===== config.mk =====
export PLATFORM = sky130hd
export DESIGN_NAME = wbx_decoder
export DESIGN_NICKNAME = d
export VERILOG_FILES = /design/src/rtl/wbx_pkg.sv /design/src/rtl/wbx_window.sv /design/src/rtl/wbx_resp_mux.sv /design/src/rtl/wbx_decoder.sv
export SDC_FILE = /design/constraint.sdc
export NUM_CORES = 1
export LEC_CHECK = 0
export BUFFER_PORTS_ARGS = -buffer_cell sky130_fd_sc_hd__buf_2
export CAP_MARGIN = 20
export CORE_AREA = 2 2 129 131
export DETAILED_ROUTE_END_ITERATION = 7
export DIE_AREA = 0 0 131 133
export GPL_ROUTABILITY_DRIVEN = 0
export PLACE_DENSITY = 0.41
export SYNTH_ARGS = -nofsm -noshare
export SYNTH_HDL_FRONTEND = slang
export SYNTH_SLANG_ARGS = --single-unit

===== constraint.sdc =====
create_clock -name vclk -period 2.45
set_clock_uncertainty 0.15 [all_clocks]
set_input_delay 0.49 -clock vclk [all_inputs]
set_output_delay 0.49 -clock vclk [all_outputs]
set_load 0.05 [all_outputs]

===== src/rtl/wbx_pkg.sv =====
package wbx_pkg;
   localparam int MAP_DENSE  = 0;
   localparam int MAP_FINE   = 1;
   localparam int MAP_SPARSE = 2;
   localparam int CTI_W = 3;
   localparam int BTE_W = 2;

   // number of initiator address bits covered by one window
   function automatic int win_bits(input int mode, input int aw);
      return (mode == MAP_FINE) ? aw - 1 : aw;
   endfunction

   function automatic bit legal_width(input int w);
      return (w == 8) || (w == 16) || (w == 32) || (w == 64);
   endfunction
endpackage


===== src/rtl/wbx_window.sv =====
module wbx_window
   import wbx_pkg::*;
#(
   parameter int ADDR_W = 12,
   parameter int DATA_W = 32,
   parameter int SEL_W  = 2,
   parameter int SAW    = 8,
   parameter logic [ADDR_W-1:0] BASE = '0,
   parameter int AW     = 7,
   parameter int MODE   = MAP_DENSE,
   parameter int SDW    = 32
) (
   input  logic                i_cyc,
   input  logic [ADDR_W-1:0]   i_adr,
   input  logic [SEL_W-1:0]    i_sel,
   input  logic [DATA_W-1:0]   i_dat_r,
   output logic                o_hit,
   output logic [SAW-1:0]      o_adr,
   output logic [2*SEL_W-1:0]  o_sel,
   output logic [DATA_W-1:0]   o_dat_r
);
   localparam int WB  = win_bits(MODE, AW);
   localparam int SSW = 2 * SEL_W;

   logic [WB-1:0] offset;

   assign offset = i_adr[WB-1:0];
   assign o_hit  = i_cyc && (i_adr[ADDR_W-1:WB] == BASE[ADDR_W-1:WB]);

   generate
      if (MODE == MAP_FINE) begin : g_fine
         localparam int HS = SEL_W / 2;
         logic lane;
         assign lane  = (i_sel[HS-1:0] == '0) && (i_sel[SEL_W-1:HS] != '0);
         assign o_adr = SAW'({offset, lane});
         for (genvar j = 0; j < SEL_W; j++) begin : g_dup
            assign o_sel[2*j +: 2] = {2{i_sel[j]}};
         end
         assign o_dat_r = i_dat_r;
      end else if (MODE == MAP_SPARSE) begin : g_sparse
         logic unused_bits;
         assign unused_bits = ^{i_sel, i_dat_r};
         assign o_adr   = SAW'(offset);
         assign o_sel   = SSW'(i_sel[0]);
         assign o_dat_r = DATA_W'(i_dat_r[SDW-1:0]);
      end else begin : g_dense
         assign o_adr   = SAW'(offset);
         assign o_sel   = SSW'(i_sel);
         assign o_dat_r = i_dat_r;
      end
   endgenerate
endmodule


===== src/rtl/wbx_resp_mux.sv =====
module wbx_resp_mux #(
   parameter int N_SUB  = 4,
   parameter int DATA_W = 32,
   parameter logic [N_SUB-1:0] HAS_ERR = '0,
   parameter logic [N_SUB-1:0] HAS_RTY = '0
) (
   input  logic [N_SUB-1:0]        i_hit,
   input  logic [N_SUB*DATA_W-1:0] i_dat,
   input  logic [N_SUB-1:0]        i_ack,
   input  logic [N_SUB-1:0]        i_err,
   input  logic [N_SUB-1:0]        i_rty,
   input  logic [N_SUB-1:0]        i_stall,
   output logic [DATA_W-1:0]       o_dat,
   output logic                    o_ack,
   output logic                    o_err,
   output logic                    o_rty,
   output logic                    o_stall
);
   // windows are disjoint, so an AND-OR tree is a full multiplexer
   always_comb begin
      o_dat = '0;
      for (int k = 0; k < N_SUB; k++) begin
         o_dat = o_dat | ({DATA_W{i_hit[k]}} & i_dat[k*DATA_W +: DATA_W]);
      end
   end

   assign o_ack   = |(i_hit & i_ack);
   assign o_stall = |(i_hit & i_stall);
   assign o_err   = |(i_hit & i_err & HAS_ERR);
   assign o_rty   = |(i_hit & i_rty & HAS_RTY);
endmodule


===== src/rtl/wbx_decoder.sv =====
module wbx_decoder
   import wbx_pkg::*;
#(
   parameter int ADDR_W     = 12,
   parameter int DATA_W     = 32,
   parameter int GRAN       = 16,
   parameter int N_SUB      = 4,
   parameter int SUB_AW_MAX = 8,
   parameter logic [N_SUB*ADDR_W-1:0] SUB_BASE = {12'h400, 12'h300, 12'h200, 12'h100},
   parameter logic [N_SUB*8-1:0]      SUB_AW   = {8'd8, 8'd8, 8'd6, 8'd7},
   parameter logic [N_SUB*2-1:0]      SUB_MODE = {2'd2, 2'd2, 2'd1, 2'd0},
   parameter logic [N_SUB*8-1:0]      SUB_DW   = {8'd8, 8'd16, 8'd32, 8'd32},
   parameter logic [N_SUB-1:0]        SUB_HAS_ERR = 4'b0110,
   parameter logic [N_SUB-1:0]        SUB_HAS_RTY = 4'b1010
) (
   input  logic                                 i_cyc,
   input  logic                                 i_stb,
   input  logic                                 i_we,
   input  logic [ADDR_W-1:0]                    i_adr,
   input  logic [DATA_W/GRAN-1:0]               i_sel,
   input  logic [DATA_W-1:0]                    i_dat_w,
   input  logic                                 i_lock,
   input  logic [2:0]                           i_cti,
   input  logic [1:0]                           i_bte,
   output logic [DATA_W-1:0]                    o_dat_r,
   output logic                                 o_ack,
   output logic                                 o_err,
   output logic                                 o_rty,
   output logic                                 o_stall,
   output logic [N_SUB-1:0]                     o_s_cyc,
   output logic                                 o_s_stb,
   output logic                                 o_s_we,
   output logic [N_SUB*SUB_AW_MAX-1:0]          o_s_adr,
   output logic [N_SUB*2*(DATA_W/GRAN)-1:0]     o_s_sel,
   output logic [DATA_W-1:0]                    o_s_dat_w,
   output logic                                 o_s_lock,
   output logic [2:0]                           o_s_cti,
   output logic [1:0]                           o_s_bte,
   input  logic [N_SUB*DATA_W-1:0]              i_s_dat_r,
   input  logic [N_SUB-1:0]                     i_s_ack,
   input  logic [N_SUB-1:0]                     i_s_err,
   input  logic [N_SUB-1:0]                     i_s_rty,
   input  logic [N_SUB-1:0]                     i_s_stall
);
   localparam int SEL_W = DATA_W / GRAN;
   localparam int SSW   = 2 * SEL_W;

   // elaboration-time parameter checks
   if (!legal_width(DATA_W) || !legal_width(GRAN) || GRAN > DATA_W) begin : g_bad_width
      $error("wbx_decoder: illegal data width or granularity");
   end
   if (ADDR_W > 31) begin : g_bad_aw
      $error("wbx_decoder: address width too large");
   end

   logic [N_SUB-1:0]        hit;
   logic [N_SUB*DATA_W-1:0] xdat;

   generate
      for (genvar k = 0; k < N_SUB; k++) begin : g_sub
         localparam int MD = int'(SUB_MODE[k*2 +: 2]);
         localparam int AW = int'(SUB_AW[k*8 +: 8]);
         localparam int DW = int'(SUB_DW[k*8 +: 8]);
         localparam int WB = win_bits(MD, AW);
         localparam int BI = int'(SUB_BASE[k*ADDR_W +: ADDR_W]);

         if (AW > SUB_AW_MAX || WB < 1 || WB >= ADDR_W) begin : g_bad_size
            $error("wbx_decoder: window size out of range");
         end
         if ((BI % (1 << WB)) != 0) begin : g_bad_align
            $error("wbx_decoder: window base not aligned to its size");
         end
         if (MD == MAP_FINE && (GRAN < 16 || (SEL_W % 2) != 0 || DW != DATA_W)) begin : g_bad_fine
            $error("wbx_decoder: fine mapping needs even select width and full data");
         end
         if (MD == MAP_SPARSE && (!legal_width(DW) || DW > GRAN)) begin : g_bad_sparse
            $error("wbx_decoder: sparse target width must match its granularity and fit a lane");
         end
         if (MD == MAP_DENSE && DW != DATA_W) begin : g_bad_dense
            $error("wbx_decoder: dense target must have full data width");
         end
         if (MD > MAP_SPARSE) begin : g_bad_mode
            $error("wbx_decoder: unknown mapping mode");
         end
         for (genvar m = k + 1; m < N_SUB; m++) begin : g_ovl
            localparam int WO = win_bits(int'(SUB_MODE[m*2 +: 2]), int'(SUB_AW[m*8 +: 8]));
            localparam int WM = (WO > WB) ? WO : WB;
            localparam int BO = int'(SUB_BASE[m*ADDR_W +: ADDR_W]);
            if ((BI >> WM) == (BO >> WM)) begin : g_overlap
               $error("wbx_decoder: target windows overlap");
            end
         end

         wbx_window #(
            .ADDR_W (ADDR_W),
            .DATA_W (DATA_W),
            .SEL_W  (SEL_W),
            .SAW    (SUB_AW_MAX),
            .BASE   (SUB_BASE[k*ADDR_W +: ADDR_W]),
            .AW     (AW),
            .MODE   (MD),
            .SDW    (DW)
         ) u_win (
            .i_cyc   (i_cyc),
            .i_adr   (i_adr),
            .i_sel   (i_sel),
            .i_dat_r (i_s_dat_r[k*DATA_W +: DATA_W]),
            .o_hit   (hit[k]),
            .o_adr   (o_s_adr[k*SUB_AW_MAX +: SUB_AW_MAX]),
            .o_sel   (o_s_sel[k*SSW +: SSW]),
            .o_dat_r (xdat[k*DATA_W +: DATA_W])
         );
      end
   endgenerate

   assign o_s_cyc   = hit;
   assign o_s_stb   = i_stb;
   assign o_s_we    = i_we;
   assign o_s_dat_w = i_dat_w;
   assign o_s_lock  = i_lock;
   assign o_s_cti   = i_cti;
   assign o_s_bte   = i_bte;

   wbx_resp_mux #(
      .N_SUB   (N_SUB),
      .DATA_W  (DATA_W),
      .HAS_ERR (SUB_HAS_ERR),
      .HAS_RTY (SUB_HAS_RTY)
   ) u_mux (
      .i_hit   (hit),
      .i_dat   (xdat),
      .i_ack   (i_s_ack),
      .i_err   (i_s_err),
      .i_rty   (i_s_rty),
      .i_stall (i_s_stall),
      .o_dat   (o_dat_r),
      .o_ack   (o_ack),
      .o_err   (o_err),
      .o_rty   (o_rty),
      .o_stall (o_stall)
   );
endmodule


-- Yosys cells after proc, flatten, opt, wreduce, memory -nomap -nowiden
Cells that the tools add are included.
- register bits: 0
- bits of input ports: 199
- output and inout port bits: 128
- word-level logic and storage cells: 25
- equality and inequality tests: 4
- bitwise gates (word level): 12
- reduce and logical (&&, ||, !) cells: 9
- operators by type and width (cell ; count):
    $or 32x32->32 ; 3
    $and 32x32->32 ; 2
    $and 32x16->32 ; 1
    $and 32x8->32 ; 1
    $and 4x4->4 ; 3
    $reduce_or 4->1 ; 2
    $eq 7x5->1 const B ; 1
    $eq 5x2->1 const B ; 1
    $logic_and 1x1->1 ; 5
    $eq 4x2->1 const B ; 1
    $eq 4x3->1 const B ; 1
    $reduce_or 2->1 ; 2
    $and 3x3->3 ; 1
    $not 1->1 ; 1

-- Longest topological paths before layout
- word-level depth: 6
- depth in mapped cells: 5
- mapped depth without buffers: 3

-- Modules after synthesis
From an unflattened synthesis, not the netlist that was laid out.
- cell total of the unflattened synthesis: 350
- area total of the unflattened synthesis: 2742.6 um^2
- modules (own cells, without submodules) (module ; times used ; cells an instance ; area an instance (um^2) ; seq. area each (um^2)):
    wbx_resp_mux ; 1 ; 120 ; 1027.2 ; 0.0
    wbx_window at g_sub[1].u_win ; 1 ; 49 ; 362.8 ; 0.0
    wbx_window at g_sub[0].u_win ; 1 ; 47 ; 355.3 ; 0.0
    wbx_window at g_sub[2].u_win ; 1 ; 47 ; 349.1 ; 0.0
    wbx_window at g_sub[3].u_win ; 1 ; 47 ; 347.8 ; 0.0
    wbx_decoder ; 1 ; 40 ; 300.3 ; 0.0

-- Worst setup path after synthesis
OpenSTA, ideal clock, no wires.
- kind: input port to output port
- start point: input i_adr[7]
- end point: output o_dat_r[12]
- arrival: 1985 ps
- data required time: 1810 ps
- setup slack: -175 ps
- stages on the path: 4
- buffers on the path: 1
- cell sequence: or2_2 > nor4b_4 > clkbuf_1 > a221o_1
- word-level cells in the longest chain between the ends: 6
- elaborated cells on any way between the ends: 9
- classes of those cells: 2 x eq/ne; 5 x bitwise; 2 x reduce/logical
- RTL lines (item ; line ; text):
    start: declaration ; wbx_decoder.sv:19 ; input logic [ADDR_W-1:0] i_adr,
    $eq 7x5->1 or $eq 5x2->1 (tied branches) ; wbx_window.sv:28 ; assign o_hit = i_cyc && (i_adr[ADDR_W-1:WB] == BASE[ADDR_W-1:WB]);
    $logic_and 1x1->1 ; wbx_window.sv:28 ;
    $and 32x32->32 ; wbx_resp_mux.sv:23 ; o_dat = o_dat | ({DATA_W{i_hit[k]}} & i_dat[k*DATA_W +: DATA_W]);
    $or 32x32->32 * (3 in a row) ; wbx_resp_mux.sv:23 ;
    end: declaration ; wbx_decoder.sv:25 ; output logic [DATA_W-1:0] o_dat_r,
Mark *: on every way between the ends. The rest lies on a longest branch, timed or not.

-- Worst setup path after layout
- start point: input i_adr[6]
- end point: output o_dat_r[13]
- word-level cells in the longest chain between the ends: 6
- RTL lines (item ; line):
    $eq 7x5->1 ; wbx_window.sv:28
    $logic_and 1x1->1 ; wbx_window.sv:28
    $and 32x32->32 ; wbx_resp_mux.sv:23
    $or 32x32->32 (3 in a row) ; wbx_resp_mux.sv:23
Every way passes these cells.

==> Implementation_results.wiki <==
{| class="wikitable"
! Metric !! Value
|-
| Status || finished with violations
|-
| Violations in the final reports || setup timing
|-
| Max-slew violation count || 0
|-
| Number of remaining DRC errors || 0
|-
| Synth Area in Adders || 0
|-
| Worst min-delay path startpoint || i_cti[2]
|-
| DP Worst Slack || -0.263 ns
|-
| Most frequent cells in the layout || sky130_fd_sc_hd__buf_2, sky130_fd_sc_hd__buf_6, sky130_fd_sc_hd__a221o_2
|-
| Largest family of logic cells by synthesized area || buffers and inverters
|-
| Startpoint type of the worst setup path || input port
|-
| DP HPWL || 4.94 mm
|-
| Path type of the worst min-delay path || in2out
|-
| Vertical die dimension || 133 um
|-
| Post-synthesis to final-layout area growth || 73.3%
|-
| Synth unique cells || 23
|-
| Area enclosed by the die boundary || 17400 um2
|-
| Fraction of the cycle the final worst path needs || 1.04
|-
| Initial cell density of the core || 0.0942
|-
| Synthesized area per cell || 7.69 um2
|-
| Mean number of vias per cell || 3.41
|-
| Share of synthesized cell area in and, or, nand and nor gates || 0.219
|-
| Type of destination of the critical path || output port
|-
| Required @ worst endpoint || 1.81 ns
|-
| Final min period || 2.54 ns
|-
| Maximum clock rate || 0.393 GHz
|-
| Share of the synthesized area in compound gates (AO/OA/AOI/OAI) || 0.255
|-
| Areal power density over the cells || 135 nW/um2
|-
| Post-cts hold buffer count || 0
|-
| Max-cap check violation count || 0
|-
| Hold-critical path endpoint || o_s_cti[2]
|-
| Total congestion overflow || 0
|-
| Clock Buffer Count || 0
|-
| Layout cells sized above 1 || 0.791
|-
| Total standard cell area after synthesis || 1520 um2
|-
| Warning count from the yosys run || 0
|-
| Post-Route WL || 6.88 mm
|-
| Vias || 1747
|-
| Post-synthesis instance total || 198
|-
| Mux contribution to synthesized area || 0
|-
| Total number of sequential cells || 0
|-
| Site row count || 47
|-
| Count of endpoints failing setup in the final report || 36
|-
| Number of placed instances, taps included || 505
|-
| Vias in the first global route || 1644
|-
| Die extent in x || 131 um
|-
| Most common library cell in the layout ignoring fill and taps || sky130_fd_sc_hd__buf_2
|-
| Pleak || 1.28 nW
|-
| Total Power || 0.356 mW
|-
| Register area || 0 um2
|-
| Least setup slack across all paths after layout || -0.0927 ns
|-
| Remaining antenna violation count || 0
|-
| Total Routing Usage GR || 0.0652
|-
| Highest fanout seen on the critical path || 14
|-
| Number of detailed-route iterations in the first pass || 4
|-
| RSZ-0062 raised after global routing || yes
|-
| Final hold viol count || 0
|-
| Area inside the core boundary || 16200 um2
|-
| Peak supply drop || 0.0625 mV
|-
| Share of the yosys chip area belonging to registers || 0
|-
| Count of antenna diodes in the layout || 0
|-
| Classification of the worst setup path || in2out
|-
| Iteration-0 DRC Markers || 38
|-
| Critical path arrival || 1.90 ns
|-
| Routed length per instance || 13.4 um
|-
| Count of non-filler cells in the finished layout || 512
|-
| Share of the synthesized netlist area taken by xor and xnor gates || 0
|-
| Global-route wire length before repair || 8.60 mm
|-
| Final-layout worst hold slack || 0.830 ns
|-
| Maximum number of pins on one net before global-route repair || 24
|-
| Boundary Pins || 327
|-
| Count of input and output buffers || 167
|-
| Worst hold stages || 0
|-
| Initial antenna violation count || 0
|-
| # nets final || 493
|}
-- worst max path at each step --
stage / startpoint / endpoint / slack, ns / cells after the start
2_1_floorplan: i_adr[6] / o_dat_r[14] / -0.02 / 4
3_3_place_gp: i_adr[6] / o_dat_r[1] / -0.21 / 6
3_5_place_dp: i_adr[7] / o_dat_r[28] / -0.26 / 6
4_1_cts: i_adr[6] / o_dat_r[9] / -0.11 / 7
5_1_grt: i_adr[6] / o_dat_r[9] / -0.14 / 7
6_report: i_adr[6] / o_dat_r[13] / -0.09 / 7
-- synthesized netlist by cell type --
master | n | share of area
sky130_fd_sc_hd__a21oi_1 | 10 | 0.033
sky130_fd_sc_hd__a221o_1 | 18 | 0.12
sky130_fd_sc_hd__a22o_1 | 18 | 0.10
sky130_fd_sc_hd__buf_1 | 2 | 0.0049
sky130_fd_sc_hd__buf_2 | 2 | 0.0066
sky130_fd_sc_hd__buf_4 | 92 | 0.45
sky130_fd_sc_hd__buf_6 | 3 | 0.022
sky130_fd_sc_hd__clkbuf_1 | 7 | 0.017
sky130_fd_sc_hd__conb_1 | 1 | 0.0025
sky130_fd_sc_hd__inv_1 | 8 | 0.020
sky130_fd_sc_hd__nand2b_1 | 1 | 0.0041
sky130_fd_sc_hd__nand3b_1 | 1 | 0.0049
sky130_fd_sc_hd__nand4b_1 | 10 | 0.058
sky130_fd_sc_hd__nand4bb_1 | 1 | 0.0074
sky130_fd_sc_hd__nor2_1 | 1 | 0.0025
sky130_fd_sc_hd__nor2b_1 | 1 | 0.0041
sky130_fd_sc_hd__nor3_1 | 8 | 0.026
sky130_fd_sc_hd__nor3_4 | 1 | 0.011
sky130_fd_sc_hd__nor4b_1 | 1 | 0.0058
sky130_fd_sc_hd__nor4b_4 | 1 | 0.016
sky130_fd_sc_hd__or2_2 | 1 | 0.0041
sky130_fd_sc_hd__or4b_4 | 1 | 0.0090
sky130_fd_sc_hd__or4bb_1 | 9 | 0.067
-- where the power goes --
group	switching [mW]	internal, mW	total, mW
registers	0	0	0
clock network	0	0	0
logic	0.212	0.144	0.356
total	0.212	0.144	0.356
-- layout make-up --
type | count | area [um2]
Fill cell | 1819 | 13500
Inverter | 8 | 30.0
Multi-Input combinational cell | 94 | 873
Tap cell | 220 | 275
Timing Repair Buffer | 190 | 1460
-- logic make-up after synthesis --
logic type,Yosys count
AND/OR/NAND/NOR,37
buffers and inverters,114
AO/OA/AOI/OAI,46
other,1
-- per-layer routing --
layer | wire, um | global-route usage
met1 | 2430 | 0.0647
met2 | 3690 | 0.138
met3 | 561 | 0.00323
met4 | 199 | 0.0201
met5 | 0 | 0
-- metrics by stage --
stage | area, um2 | TNS [ns] | util
4_1_cts | 2530 | -3.04 | 0.157
2_1_floorplan | 1620 | -0.0846 | -
5_1_grt | 2640 | -3.90 | 0.163
3_5_place_dp | 2120 | -8.47 | 0.131
3_3_place_gp | 2120 | -6.61 | 0.131
6_report | 2640 | -2.22 | 0.163
-- worst max-delay path, cell delays in order --
cell	delay, ns
sky130_fd_sc_hd__buf_6	0.09
sky130_fd_sc_hd__or4b_4	0.55
sky130_fd_sc_hd__nor3_4	0.15
sky130_fd_sc_hd__buf_6	0.14
sky130_fd_sc_hd__buf_12	0.15
sky130_fd_sc_hd__a221o_2	0.17
sky130_fd_sc_hd__buf_6	0.15
-- timing repair --
item,in CTS,in global routing
gates cloned,3,1
setup endpoints to repair,39,39
gates resized for setup,95,20
buffers inserted,3,1
pin swaps,5,0
(Power assumes the default switching activity.)
